$ cat src/rtl/ptc_pkg.sv
package ptc_pkg;
  typedef enum logic [1:0] {
    SRC_NONE = 2'd0,
    SRC_SEL  = 2'd1,
    SRC_RND  = 2'd2
  } src_e;
endpackage

$ cat src/rtl/ptc_sync.sv
module ptc_sync #(
  parameter int unsigned W       = 1,
  parameter logic [W-1:0] RST_VAL = '0
) (
  input  logic         clk_i,
  input  logic         rst_ni,
  input  logic [W-1:0] d_i,
  output logic [W-1:0] q_o
);
  logic [W-1:0] meta_q;

  always_ff @(posedge clk_i or negedge rst_ni) begin
    if (!rst_ni) begin
      meta_q <= RST_VAL;
      q_o    <= RST_VAL;
    end else begin
      meta_q <= d_i;
      q_o    <= meta_q;
    end
  end
endmodule

$ cat src/rtl/ptc_settle.sv
module ptc_settle #(
  parameter int unsigned W            = 6,
  parameter int unsigned TICK_DIV     = 250000,
  parameter int unsigned SETTLE_TICKS = 16
) (
  input  logic         clk_i,
  input  logic         rst_ni,
  input  logic [W-1:0] code_i,
  input  logic [W-1:0] mask_i,
  output logic         fire_o,
  output logic [W-1:0] code_o
);
  localparam int unsigned PRE_W = $clog2(TICK_DIV + 1);
  localparam int unsigned CNT_W = $clog2(SETTLE_TICKS + 1);
  localparam logic [PRE_W-1:0] PRE_LAST = PRE_W'(TICK_DIV - 1);
  localparam logic [CNT_W-1:0] CNT_LAST = CNT_W'(SETTLE_TICKS - 1);

  logic [W-1:0]     last_q;
  logic             pend_q;
  logic [PRE_W-1:0] pre_q;
  logic [CNT_W-1:0] tcnt_q;
  logic             chg;
  logic             tick;

  assign chg  = |((code_i ^ last_q) & mask_i);
  assign tick = pend_q && (pre_q == PRE_LAST);

  always_ff @(posedge clk_i or negedge rst_ni) begin
    if (!rst_ni) begin
      last_q <= '0;
      pend_q <= 1'b0;
      pre_q  <= '0;
      tcnt_q <= '0;
    end else begin
      last_q <= code_i;
      if (chg) begin
        pend_q <= 1'b1;
        pre_q  <= '0;
        tcnt_q <= '0;
      end else if (pend_q) begin
        if (tick) begin
          pre_q <= '0;
          if (tcnt_q == CNT_LAST) pend_q <= 1'b0;
          else                    tcnt_q <= tcnt_q + 1'b1;
        end else begin
          pre_q <= pre_q + 1'b1;
        end
      end
    end
  end

  assign fire_o = tick && !chg && (tcnt_q == CNT_LAST);
  assign code_o = code_i & mask_i;
endmodule

$ cat src/rtl/ptc_rand.sv
module ptc_rand #(
  parameter int unsigned        LFSR_W = 8,
  parameter logic [LFSR_W-1:0]  TAPS   = 8'hB8,
  parameter int unsigned        OUT_W  = 6,
  parameter int unsigned        MAX_V  = 56
) (
  input  logic             clk_i,
  input  logic             rst_ni,
  output logic [OUT_W-1:0] pick_o
);
  logic [LFSR_W-1:0] lfsr_q;
  logic [LFSR_W-1:0] fold;

  // Galois form, free running, never all-zero
  always_ff @(posedge clk_i or negedge rst_ni) begin
    if (!rst_ni) lfsr_q <= LFSR_W'(1);
    else         lfsr_q <= {1'b0, lfsr_q[LFSR_W-1:1]} ^ (lfsr_q[0] ? TAPS : '0);
  end

  assign fold   = lfsr_q % LFSR_W'(MAX_V);
  assign pick_o = OUT_W'(fold) + OUT_W'(1);
endmodule

$ cat src/rtl/ptc_trigger_ctrl.sv
module ptc_trigger_ctrl
  import ptc_pkg::*;
#(
  parameter int unsigned SEL_W        = 6,
  parameter int unsigned MAX_PHRASE   = 56,
  parameter int unsigned TICK_DIV     = 250000,
  parameter int unsigned SETTLE_TICKS = 16,
  parameter int unsigned LFSR_W       = 8
) (
  input  logic             clk_i,
  input  logic             rst_ni,
  input  logic [SEL_W-1:0] sel_i,
  input  logic             rnd_ni,
  input  logic             done_i,
  output logic             start_o,
  output logic [SEL_W-1:0] phrase_o,
  output logic             busy_no
);
  localparam logic [SEL_W-1:0] MAX_CODE = SEL_W'(MAX_PHRASE);

  logic [SEL_W-1:0] sel_s;
  logic             rnd_s, rnd_q;
  logic [SEL_W-1:0] mask, code;
  logic [SEL_W-1:0] pick;
  logic             fire, fall, sel_ok;
  src_e             src;

  ptc_sync #(.W(SEL_W), .RST_VAL('0)) i_sync_sel (
    .clk_i, .rst_ni, .d_i(sel_i), .q_o(sel_s)
  );
  ptc_sync #(.W(1), .RST_VAL(1'b1)) i_sync_rnd (
    .clk_i, .rst_ni, .d_i(rnd_ni), .q_o(rnd_s)
  );

  // bit 0 is dropped while random mode is held
  assign mask = {{(SEL_W-1){1'b1}}, rnd_s};

  ptc_settle #(.W(SEL_W), .TICK_DIV(TICK_DIV), .SETTLE_TICKS(SETTLE_TICKS)) i_settle (
    .clk_i, .rst_ni, .code_i(sel_s), .mask_i(mask), .fire_o(fire), .code_o(code)
  );

  ptc_rand #(.LFSR_W(LFSR_W), .OUT_W(SEL_W), .MAX_V(MAX_PHRASE)) i_rand (
    .clk_i, .rst_ni, .pick_o(pick)
  );

  assign fall   = rnd_q && !rnd_s;
  assign sel_ok = (code != '0) && (code <= MAX_CODE);

  always_comb begin
    if (fall)                src = SRC_RND;
    else if (fire && sel_ok) src = SRC_SEL;
    else                     src = SRC_NONE;
  end

  always_ff @(posedge clk_i or negedge rst_ni) begin
    if (!rst_ni) begin
      rnd_q    <= 1'b1;
      start_o  <= 1'b0;
      phrase_o <= '0;
      busy_no  <= 1'b1;
    end else begin
      rnd_q   <= rnd_s;
      start_o <= 1'b0;
      if (!busy_no) begin
        if (done_i) busy_no <= 1'b1;
      end else if (src != SRC_NONE) begin
        start_o  <= 1'b1;
        busy_no  <= 1'b0;
        phrase_o <= (src == SRC_RND) ? pick : code;
      end
    end
  end
endmodule

$ cat config.mk
export PLATFORM = sky130hd
export DESIGN_NAME = ptc_trigger_ctrl
export DESIGN_NICKNAME = d
export VERILOG_FILES = /design/src/rtl/ptc_pkg.sv /design/src/rtl/ptc_sync.sv /design/src/rtl/ptc_settle.sv /design/src/rtl/ptc_rand.sv /design/src/rtl/ptc_trigger_ctrl.sv
export SDC_FILE = /design/constraint.sdc
export NUM_CORES = 1
export LEC_CHECK = 0
export BUFFER_PORTS_ARGS = -buffer_cell sky130_fd_sc_hd__buf_2
export CAP_MARGIN = 10
export CORE_MARGIN = 5
export CORE_UTILIZATION = 50
export DETAILED_ROUTE_END_ITERATION = 8
export PLACE_DENSITY = 0.69
export SYNTH_ARGS = -nofsm -noshare
export SYNTH_HDL_FRONTEND = slang
export SYNTH_SLANG_ARGS = --single-unit
$ cat constraint.sdc
create_clock -name clk_i -period 3.4 [get_ports clk_i]
set_clock_uncertainty 0.2 [all_clocks]
set_input_delay 0.34 -clock clk_i [delete_from_list [all_inputs] [get_ports clk_i]]
set_output_delay 0.34 -clock clk_i [all_outputs]
set_load 0.005 [all_outputs]
== Word level (Yosys, flattened, before mapping) ==
Cells that the tools add are included.
Storage, ports and cells
  flip-flop bits (word level): 61
  input port bits: 10
  output and inout port bits: 8
  word-level logic and storage cells: 61
Cells by class
  $add $sub $neg: 3
  div/mod/pow operators: 1
  $lt $le $gt $ge: 1
  equal/unequal tests: 4
  muxes and demuxes: 20
  bitwise gates (word level): 4
  reduce and logical (&&, ||, !) cells: 15
Operators with widths (count)
  $mux W18: 3
  $mux W5: 4
  $add A18 B1 Y18 const B: 1
  $eq A18 B18 Y1 const B: 1
  $and A6 B6 Y6: 2
  $mux W1: 10
  $mod A8 B6 Y8 const B: 1
  $mux W8: 1
  $xor A7 B8 Y8: 1
  $add A6 B1 Y6 const B: 1
  $le A6 B6 Y1 const B: 1
  $logic_and A1 B1 Y1: 6
  $mux W6: 1
  $reduce_bool A2 Y1: 3
  $reduce_bool A6 Y1: 1
  $reduce_or A6 Y1: 1
  $xor A6 B6 Y6: 1
  $add A5 B1 Y5 const B: 1
  $eq A5 B4 Y1 const B: 1
  $reduce_and A3 Y1: 1
  $eq A2 B2 Y1 const B: 1
  $logic_not A1 Y1: 2
  $mux W2: 1
  $ne A2 B1 Y1 const B: 1
  $reduce_and A2 Y1: 1

== Depth between registers and ports, before layout ==
Gate-level depths: netlist of run 1.
  depth after elaboration: 12
  mapped depth: 8

== Modules after synthesis ==
From an unflattened synthesis of run 1, not the netlist that was laid out.
Unflattened totals
  cells, all modules: 263
  area total of the unflattened synthesis: 2859.0 um^2
Modules (own cells, without submodules)
  ptc_settle: times used 1, cells an instance 156, area each 1524.0 um^2, sequential area each 750.7 um^2
  ptc_trigger_ctrl: times used 1, cells an instance 43, area each 491.7 um^2, sequential area each 227.7 um^2
  ptc_rand: times used 1, cells an instance 50, area each 490.5 um^2, sequential area each 201.4 um^2
  ptc_sync (i_sync_sel): times used 1, cells an instance 12, area each 300.3 um^2, sequential area each 300.3 um^2
  ptc_sync (i_sync_rnd): times used 1, cells an instance 2, area each 52.6 um^2, sequential area each 52.6 um^2

== Worst setup path after synthesis of run 1 ==
OpenSTA, ideal clock, no wires.
  path kind: reg2reg
  start point: register i_sync_sel.q_o[1]
  end point: register phrase_o[0]
  setup time: 0.125 ns
  arrival time: 1.766 ns
  data required time: 3.075 ns
  path slack: 1.309 ns
  cell stages (with the launch flop): 6
  cell sequence: dfrtp_1 -> a211oi_1 -> mux2i_1 -> nand4_2 -> o31ai_4 -> mux2_2
On the way
  cells in the longest elaborated chain, start to end: 11
  elaborated cells between the ends (all ways): 17
  classes of those cells: order compare (1); eq/ne (1); mux (3); bitwise (3); reduce/logical (9)
RTL lines
  start, declared: line ptc_sync.sv:8  | output logic [W-1:0] q_o
  start signal, assigned: line ptc_sync.sv:18  | q_o <= meta_q;
  parallel branches: the longest is 6 deep, another holds $le A6 B6 Y1
  $logic_and A1 B1 Y1 (*): line ptc_trigger_ctrl.sv:51  | else if (fire && sel_ok) src = SRC_SEL;
  $mux W1 (*): line ptc_trigger_ctrl.sv:51
  $mux W2 (*): line ptc_trigger_ctrl.sv:50  | if (fall) src = SRC_RND;
  $eq A2 B2 Y1 / $reduce_bool A2 Y1 (equally long branches): line ptc_trigger_ctrl.sv:69, ptc_trigger_ctrl.sv:66
  $mux W6 / $reduce_and A2 Y1 (equally long branches)
  end signal, assigned: line ptc_trigger_ctrl.sv:69  | phrase_o <= (src == SRC_RND) ? pick : code;
  end, declared: line ptc_trigger_ctrl.sv:16  | output logic [SEL_W-1:0] phrase_o,
Mark *: on every way between the ends.
A chain may end at the register's enable or synchronous reset.

== Worst setup path after layout of run 1 ==
Ends and elaborated chain as after synthesis.

==> flow_results.org, run 1 <==
** Critical path
- Data on the critical path is required at its endpoint by about 3.4 ns.
- Measured in cells, the most critical reg-to-reg path has a length of 5.
- The critical path is of the reg2reg type.
- R2R setup slack :: about 1.1 ns
- Data on the critical path arrives at its endpoint at around 2.3 ns.
- R2r startpoint :: i_sync_sel.q_o[1]
- Destination of the worst register-to-register timing path :: phrase_o[0]
- Startpoint kind of the worst setup timing path :: flop
- The worst setup path is captured at a flop.
- Along the worst path, the maximum fanout reaches 7.

** Routing
- The detailed router finished its first iteration with 63 violations.
- Drt via density :: between 5 and 6
- Number of search-and-repair iterations in the first detailed-routing pass :: 4
- The detail route stage leaves a number of antenna-violating nets equal to 0.
- Wires add up to around 5.3 mm.
- After detailed routing, the number of remaining DRC violations is 0.
- For this block, the via count after detailed routing is approximately 2000.
- Routed WL per cell :: ~15 um

** Clock tree
- CTS sink count :: 61
- TritonCTS built the clock tree.
- At the later pin of the worst-skew pair, clock insertion delay measures approximately 0.34 ns.
- After clock tree synthesis, the clock-pin slew on the worst setup and hold paths is about 0.07 ns.
- Buffers inserted during clock tree synthesis total 9.
- H-Tree Depth :: 3
- Setup Fix Bufs, Post-CTS :: 0
- No sink is reached through more buffers than the 2 on the longest clock path.
- The tree is rooted in a sky130_fd_sc_hd__clkbuf_8.

** Global routing
- The first global-routing pass estimated 9.45 mm of wire.
- Entering global routing, the biggest net connects 51 pins.
- Total routing usage reported by global routing :: between 15 and 20%
- The initial antenna violation count is 0.
- Summed over all layers, the global routing overflow is 0.
- Number of global-route vias before repair :: around 2000

** Placed design
- Half-perimeter wire length after placement :: 3.45 mm
- In this run the tool buffered the top-level ports with 17 buffer cells.
- Area after detailed placement :: between 0.002 and 0.003 sq mm
- Instance count after placement with tap cells included :: between 300 and 400
- The congestion estimate from routability-driven global placement came to approximately 0.76.
- Pre-CTS WS :: around 1.1 ns

** Final layout
- Final cell count without fillers :: between 300 and 400
- The final layout contains 299 nets.
- In the final layout, flip-flops and latches occupy ~0.0015 sq mm.
- In the final layout, the share of cells above drive strength 1 is a little under a fifth.
- Filler cells :: 469
- Commonest non-fill, non-tap cell in the layout :: sky130_fd_sc_hd__dfrtp_1
- Post-route cell area :: 0.00322 sq mm
- Number of antenna cells inserted :: 0
- Multi-input gate area in the final layout :: roughly 0.0012 sq mm
- Area growth syn-to-layout :: 14.7%
- Most frequent cells in the layout :: sky130_fd_sc_hd__dfrtp_1 (56), sky130_fd_sc_hd__nor2_1 (26), sky130_fd_sc_hd__nand2_1 (20)
- Post-layout util :: between 50% and 60%

** Synth
- Post-synth top area share :: 49.9%
- In the post-synthesis netlist, the biggest area contributors are sky130_fd_sc_hd__dfrtp_1 (50%), sky130_fd_sc_hd__dfstp_2 (4.7%), sky130_fd_sc_hd__xor2_1 (4.7%).
- The synthesized design contains between 60 and 70 register bits.
- Number of unique standard cell types used by synthesis :: 48
- In the synthesized netlist the dominant register cell turns out to be sky130_fd_sc_hd__dfrtp_1.
- Post-synthesis sequential area ratio :: 54.6%
- Counting flops with an async set or reset pin after synthesis yields a share of 100%.
- The Yosys step of the flow raised 0 warnings.
- Number of enable flip-flop cells after synthesis :: 0
- Cell area after synthesis :: ~0.0028 sq mm
- Summed over all instances, the cell type with the most area after synthesis is sky130_fd_sc_hd__dfrtp_1.
- Net Count, Synth :: 272
- Dividing the synthesized area by the synthesized cell count gives ~11 sq um.
- Gate count of the mapped netlist :: about 260

** Die
- Pin placement for this block handled 18 I/O pins.
- Horizontal extent of the die :: about 85 um
- Number of rows created at floorplan :: 27
- The total area inside the core boundary comes to 0.00547 sq mm.
- Effective utilization at floorplan :: about half
- The floorplan step set the die height to ~85 um.
- The die covers ~0.0072 sq mm.

** STA
- After layout, the worst setup slack is approximately 1.1 ns.
- Subtracting the final worst setup slack from the clock period gives roughly 2.3 ns.
- Setup-failing EPs final :: 0
- Worst slew margin relative to its limit :: approximately 53%
- For this run, the top clock speed supported by timing is between 400 and 500 MHz.
- Worst Hold Margin :: between 0.1 and 0.15 ns
- Final Hold Fails :: 0
- Final sum of negative setup slack :: 0 ns
- The count of final max-slew check failures is 0.
- Setup repair after global routing left no endpoint under its margin.
- Transition time at the pin with the least slew margin :: 0.692 ns
- Dividing the final minimum period by the clock period gives between 60% and 70%.

** Pwr
- Static leakage power :: about 1.4 nW
- Worst IR drop on VDD :: around 0.00031 V
- Overall power after layout :: between 1 and 1.5 mW
- Power spread over the standard cell area amounts to approximately 440 mW/mm^2.

** Worst hold path
- The worst hold path terminates at i_sync_sel.q_o[0].
- Worst min-delay path startpoint :: i_sync_sel.meta_q[0]
- Counting instances, the worst hold path has a depth of 0.
- Worst Hold Class :: reg2reg

** Run status
- Run status :: finished, final reports clean

** Flow run
- Max-cap viol count :: 0
[Yosys cell counts, drive strengths merged, types with 2 or more instances]
cell type,number
o31ai,5
xnor2,11
nor3b,2
ha,5
clkbuf,11
nor2,26
dfrtp,56
a31oi,3
and4,3
a211oi,4
nor4b,3
nor3,5
nand3,9
nor4,4
o21ai,5
a21o,3
and2,2
a21oi,8
xor2,15
and3,8
mux2,5
or2,2
nand4,8
o211ai,2
inv,7
nand2b,3
o211a,2
dfstp,5
nand2,21
mux2i,5
[where the power goes]
group / internal (mW) / total, mW / leakage (nW) / switching (mW)
sequential: 0.757 / 0.775 / 0.779 / 0.0184
clock: 0.261 / 0.546 / 0.0743 / 0.285
combinational: 0.0434 / 0.0886 / 0.572 / 0.0452
[worst max-delay path by stage]
stage                            startpoint           to  cells past startpoint
after CTS                 i_sync_sel.q_o[1]  phrase_o[0]                      5
after floorplan           i_sync_sel.q_o[1]  phrase_o[0]                      5
after global routing      i_sync_sel.q_o[1]  phrase_o[0]                      5
final                     i_sync_sel.q_o[1]  phrase_o[0]                      5
after detailed placement  i_sync_sel.q_o[1]  phrase_o[1]                      5
after global placement    i_sync_sel.q_o[1]  phrase_o[0]                      5
[routing by layer]
layer / part of all wire, % / GRT usage, % / vias to the layer above
met4: 2.4 / 9.06 / 0
met1: 49 / 23.7 / 970
met2: 45 / 23.7 / 37
met5: 0 / 0 / -
li1: - / - / 956
met3: 3.3 / 3.20 / 14
[critical path: stages, from the launching register on]
cell                       delay (ns)
sky130_fd_sc_hd__dfrtp_1         0.42
sky130_fd_sc_hd__a211oi_1        0.30
sky130_fd_sc_hd__mux2i_1         0.27
sky130_fd_sc_hd__nand4_2         0.18
sky130_fd_sc_hd__o31ai_4         0.43
sky130_fd_sc_hd__mux2_2          0.38
[cell families after synthesis]
family | count (synthesis) | synth area share (%)
AO/OA/AOI/OAI | 35 | 9.04
XOR/XNOR | 26 | 8.11
adder cells (fa/ha/maj) | 6 | 2.63
buffers and inverters | 19 | 2.67
flip-flops | 61 | 54.6
multiplexers | 10 | 3.79
AND/OR/NAND/NOR | 100 | 19.2
[sequential cells by signal (all words and copies together) (netlist names)]
register	count
busy_no	1
i_rand.lfsr_q	8
i_settle.last_q	6
i_settle.pend_q	1
i_settle.pre_q	18
i_settle.tcnt_q	5
i_sync_rnd.meta_q	1
i_sync_rnd.q_o	1
i_sync_sel.meta_q	6
i_sync_sel.q_o	6
phrase_o	6
rnd_q	1
start_o	1
[what timing repair did]
item | in CTS | in global routing
setup endpoints to repair | 0 | 0
hold buffers | 8 | 1
gates resized for setup | 0 | 0
endpoints found under the hold margin | 8 | 21
[cell type report]
| type | instances | area share (%) |
|---|---|---|
| multi-input combinational | 177 | 37.3 |
| inverter | 7 | 0.816 |
| timing repair buffer | 28 | 6.29 |
| sequential | 61 | 47.6 |
| tap | 72 | 2.80 |
| clock buffer | 10 | 3.96 |
| clock inverter | 6 | 1.24 |
No activity file was read; power rests on OpenSTA's default activity.
==> inputs of run 2 (changes only) <==
Settings changed: ABC_AREA set to 1, PLACE_DENSITY 0.69 to 0.71.
Clock period 3.4 ns to 2 ns, I/O delays scaled along.
==> run 2 against run 1 <==
Net effect: die area increased by 3.9%; largest power group unchanged; highest routed layer unchanged; fmax increased by 23%; via count grew 16%; critical endpoint is now i_settle.pre_q[4]; synthesized area up 4.4%; non-clock buffer count grew 7.
==> flow_results.org, run 2 <==
** Synth
- The number of unique standard cell types used by synthesis is 31 (was 48).
- The cell count after synthesis was 340 (was 257).
- Share of async-settable or async-resettable flops after synthesis :: 100% (unchanged)
- Cell taking the most area after synthesis :: sky130_fd_sc_hd__dfrtp_1 (unchanged)
- Area fraction in and, or, nand and nor cells after synthesis :: 27.1% (was 19.2%)
- The adder-cell share of the synthesized area is 2.13% (was 2.63%).
- Main area contributors after synthesis: sky130_fd_sc_hd__dfrtp_1 (48%), sky130_fd_sc_hd__nand2_1 (11%), sky130_fd_sc_hd__inv_1 (5.0%) (was sky130_fd_sc_hd__dfrtp_1 (50%), sky130_fd_sc_hd__dfstp_2 (4.7%), sky130_fd_sc_hd__xor2_1 (4.7%)).
- The net count after synthesis was 355 (was 272).
- The library cell with the highest instance count after synthesis is sky130_fd_sc_hd__nand2_1 (was sky130_fd_sc_hd__dfrtp_1).
- Syn. warnings :: 0 (unchanged)
- The primary flip-flop cell chosen by synthesis mapping was sky130_fd_sc_hd__dfrtp_1 (unchanged).
- The number of flip-flops and latches in the synthesized netlist came to 61 (unchanged).
- The total standard cell area after synthesis was 0.00293 sq mm (was 0.00281 sq mm).
- The parity-gate share of the synthesized area counting xor and xnor cells is 3.88% (was 8.11%).
- The largest family of logic cells by synthesized area was simple AND/OR/NAND/NOR gates (unchanged).
- The top-area cell type share of the netlist area was 47.8% (was 49.9%).
- The fraction of the mapped netlist area in compound gates was 6.66% (was 9.04%).
- The multiplexer fraction of the synthesized cell area is 0.683% (was 3.79%).
- Post-synthesis sequential area ratio :: 52.3% (was 54.6%)
- The post-synthesis average cell area is 8.63 sq um (was 10.9 sq um).
- The count of flip-flops with a built-in enable after synthesis came to 0 (unchanged).
- Commonest cells in the netlist: sky130_fd_sc_hd__nand2_1 (85), sky130_fd_sc_hd__dfrtp_1 (56), sky130_fd_sc_hd__inv_1 (39), sky130_fd_sc_hd__nor2_1 (28), sky130_fd_sc_hd__nand3_1 (20) (was sky130_fd_sc_hd__dfrtp_1 (56), sky130_fd_sc_hd__nor2_1 (26), sky130_fd_sc_hd__nand2_1 (20), sky130_fd_sc_hd__xor2_1 (15), sky130_fd_sc_hd__xnor2_1 (11)).

** Global routing
- Number of global-route vias before repair :: 2324 (was 1979)
- The global-route wire length before repair is 10.5 mm (was 9.45 mm).
- Largest net degree at the start of global routing :: 41 (was 51)
- Total routing usage reported by global routing :: 18.0% (was 16.6%)
- The initial antenna violation count is 0 (unchanged).
- The global-route congestion overflow total is 0 (unchanged).

** Die
- Horizontal extent of the die :: 86.6 um (was 85.0 um)
- The I/O pin count was 18 (unchanged).
- Effective utilization at floorplan :: 52.3% (was 51.3%)
- The core footprint came to 0.00561 sq mm (was 0.00547 sq mm).
- The row count was 27 (unchanged).
- The die area came to 0.00750 sq mm (was 0.00722 sq mm).
- The y dimension of the die is 86.6 um (was 85.0 um).

** Critical path
- CP endpoint kind :: flop (unchanged)
- Critical path buffers and inverters :: 1 (was 0)
- Top fanout value on the critical path :: 15 (was 7)
- Type of the worst setup path :: reg2reg (unchanged)
- Startpoint kind of the worst setup timing path :: flop (unchanged)
- The worst-case reg-to-reg path depth is 10 (was 5).
- Cell-by-cell trace of the critical path :: nand2_1 > nor2_1 > nor2_2 > nand2_4 > inv_2 > nand2_8 > nand2_1 > o21ai_0 > o21ai_0 > nor2_1 (was a211oi_1 > mux2i_1 > nand4_2 > o31ai_4 > mux2_2)
- The internal reg-to-reg setup slack was 0.14 ns (was 1.11 ns).
- The capture instance of the worst register-to-register path is i_settle.pre_q[4] (was phrase_o[0]).
- The data required time of the critical path was 2.08 ns (was 3.43 ns).
- Stage delay of the slowest cell on the critical path :: 0.55 ns (was 0.43 ns)
- The reg-to-reg startpoint is i_sync_rnd.q_o (was i_sync_sel.q_o[1]).
- The family of cells with the greatest summed delay on the critical path is simple AND/OR/NAND/NOR gates (was compound AO/OA/AOI/OAI gates).
- The arrival time at the worst endpoint was 1.94 ns (was 2.32 ns).
- The library cell contributing the largest single delay on the critical path is sky130_fd_sc_hd__dfstp_2 (was sky130_fd_sc_hd__o31ai_4).

** Final layout
- The most common cell after layout, fill and taps aside is sky130_fd_sc_hd__nand2_1 (was sky130_fd_sc_hd__dfrtp_1).
- Most frequent cells in the layout: sky130_fd_sc_hd__nand2_1 (83), sky130_fd_sc_hd__dfrtp_1 (56), sky130_fd_sc_hd__inv_1 (38) (was sky130_fd_sc_hd__dfrtp_1 (56), sky130_fd_sc_hd__nor2_1 (26), sky130_fd_sc_hd__nand2_1 (20)).
- Layout cell share with drive strength beyond 1 :: 19.9% (was 18.3%)
- Top flop regs :: i_settle.pre_q x18, i_rand.lfsr_q x8 (unchanged)
- Area growth syn-to-layout :: 18.5% (was 14.7%)
- Top reg by flops :: i_settle.pre_q (unchanged)
- The net total in the final layout was 397 (was 299).
- The final-layout fill cell count is 506 (was 469).
- Final cell count without fillers :: 459 (was 361)
- The number of antenna repair diodes came to 0 (unchanged).
- The number of flip-flops in the largest register is 18 (unchanged).
- Post-route cell area :: 0.00348 sq mm (was 0.00322 sq mm)

** Pwr
- Worst IR drop on VDD :: 0.000449 V (was 0.000315 V)
- The total leakage power was 1.67 nW (was 1.42 nW).
- Pwr Density :: 738 mW/mm^2 (was 438 mW/mm^2)

** Clock tree
- The root cell of the clock tree was sky130_fd_sc_hd__clkbuf_8 (unchanged).
- The maximum level of the CTS H-tree is 3 (unchanged).
- Maximum buffer depth of the clock tree :: 2 (unchanged)
- Number of buffers created by CTS :: 9 (unchanged)
- The clock slew seen by the registers of the worst setup and hold paths was 0.07 ns (about the same).
- The sink count of the clock tree was 61 (unchanged).
- CTS tree :: yes (unchanged)
- The clock latency on the worst-skew pair was 0.34 ns (about the same).

** Placed design
- Half-perimeter wire length after placement :: 4.15 mm (was 3.45 mm)
- Area after detailed placement :: 0.00314 sq mm (was 0.00294 sq mm)
- Placer congestion estimate :: 0.882 (was 0.764)
- Instance count after placement with tap cells included :: 433 (was 335)
- Port-buffer cells :: 17 (unchanged)

** Routing
- The number of iterations in the first detailed-routing pass was 4 (unchanged).
- The overall via count from detail_route was 2297 (was 1977).
- Drt drc :: 0 (unchanged)
- The number of nets still failing antenna checks after routing came to 0 (unchanged).
- Drt via density :: 5.00 (was 5.48)
- Final WL :: 5.78 mm (was 5.34 mm)
- The number of DRC markers after the initial detailed-route iteration was 112 (was 63).
- Routed WL per cell :: 12.6 um (was 14.8 um)

** STA
- Final Hold Fails :: 0 (unchanged)
- Worst slew margin relative to its limit :: 65.1% (was 53.5%)
- The worst slack on hold paths is 0.145 ns (was 0.148 ns).
- Slew Limit Fails :: 0 (unchanged)
- Max Fclk :: 538 MHz (was 436 MHz)
- The fraction of the cycle the final worst path needs came to 93.0% (was 67.5%).
- The transition time of the tightest slew-check pin is 0.523 ns (was 0.692 ns).
- Setup-failing EPs final :: 0 (unchanged)
- RSZ-0062 raised after global routing: false (unchanged).
- The final critical path time including I/O delays and setup was 1.86 ns (was 2.29 ns).

** Worst hold path
- The worst hold path endpoint is i_sync_sel.q_o[2] (was i_sync_sel.q_o[0]).
- Worst min-delay path startpoint :: i_sync_sel.meta_q[2] (was i_sync_sel.meta_q[0])
- The type of the worst min-delay path is reg2reg (unchanged).
- WHS Path Cells :: 0 (unchanged)

** Flow run
- Max-cap viol count :: 0 (unchanged)

** Run status
- Run status: finished, final reports clean (unchanged).
[run 2: changes by cell type in the layout (fill, tap and decap cells not counted), sizes merged, moves of 4 or more]
cell    change
o31ai       -4
xnor2      -11
buf         +7
mux2        -5
nor3        +4
inv        +40
o21ai      +18
and3        -8
nand3      +12
a211oi      -4
nand2      +69
nor2       +11
[run 2: logic make-up after synthesis]
kind of cell	Yosys count
xor+xnor	13
flops	61
compound gates	37
mux	2
buf+inv	51
fa+ha+maj	5
simple gates	171
[run 2: area by class of cell]
cell class	instances	area (sq um)	area share, %
sequential	61	1530	44.1
multi-input combinational	228	1230	35.3
timing repair buffer	35	255	7.34
inverter	47	176	5.08
clock buffer	12	145	4.18
tap	72	90.1	2.59
clock inverter	4	47.5	1.37
[run 2: worst max-delay path by stage]
stage | from | endpoint | cells past startpoint | slack (ns)
after global routing | i_settle.pre_q[1] | i_settle.pre_q[17] | 8 | 0.005
after global placement | i_sync_rnd.q_o | i_settle.pre_q[4] | 10 | 0.04
after floorplan | i_settle.tcnt_q[0] | phrase_o[5] | 13 | 0.21
after detailed placement | i_settle.tcnt_q[0] | phrase_o[0] | 12 | -0.0008
after CTS | i_sync_rnd.q_o | i_settle.pre_q[4] | 10 | 0.004
final | i_sync_rnd.q_o | i_settle.pre_q[4] | 10 | 0.14
[run 2: timing repair]
item                                    4_1_cts  5_1_grt
gates resized for setup                       1        9
hold buffers                                  9        0
cloned                                        0        0
hold endpoints to repair                     29        0
endpoints found under the setup margin        1       21
buffers inserted                              0        1
[run 2: report_power, final]
part	switching (mW)	internal [mW]
logic	0.0913	0.0721
registers	0.0295	1.29
clock network	0.477	0.606
[run 2: layer usage]
layer  GRT usage (%)  routed length, um  part of all wire (%)  up-vias
met5               0                  0                     0        -
met4            9.35                151                   2.6        0
met3            3.99                292                   5.1       12
met2            26.5               2650                    46       51
met1            25.0               2690                    47     1060
li1                -                  -                     -     1174
[run 2: metrics by stage]
stage / util (%) / power [mW] / setup slack, ns / TNS, ns
after detailed placement: 56.0 / 1.49 / -0.000773 / -0.000773
after floorplan: - / 1.40 / 0.213 / 0
after CTS: 61.2 / 2.60 / 0.00367 / 0
final: 62.0 / 2.56 / 0.140 / 0
after global routing: 62.0 / 2.69 / 0.00475 / 0
after global placement: 56.0 / 1.49 / 0.0379 / 0
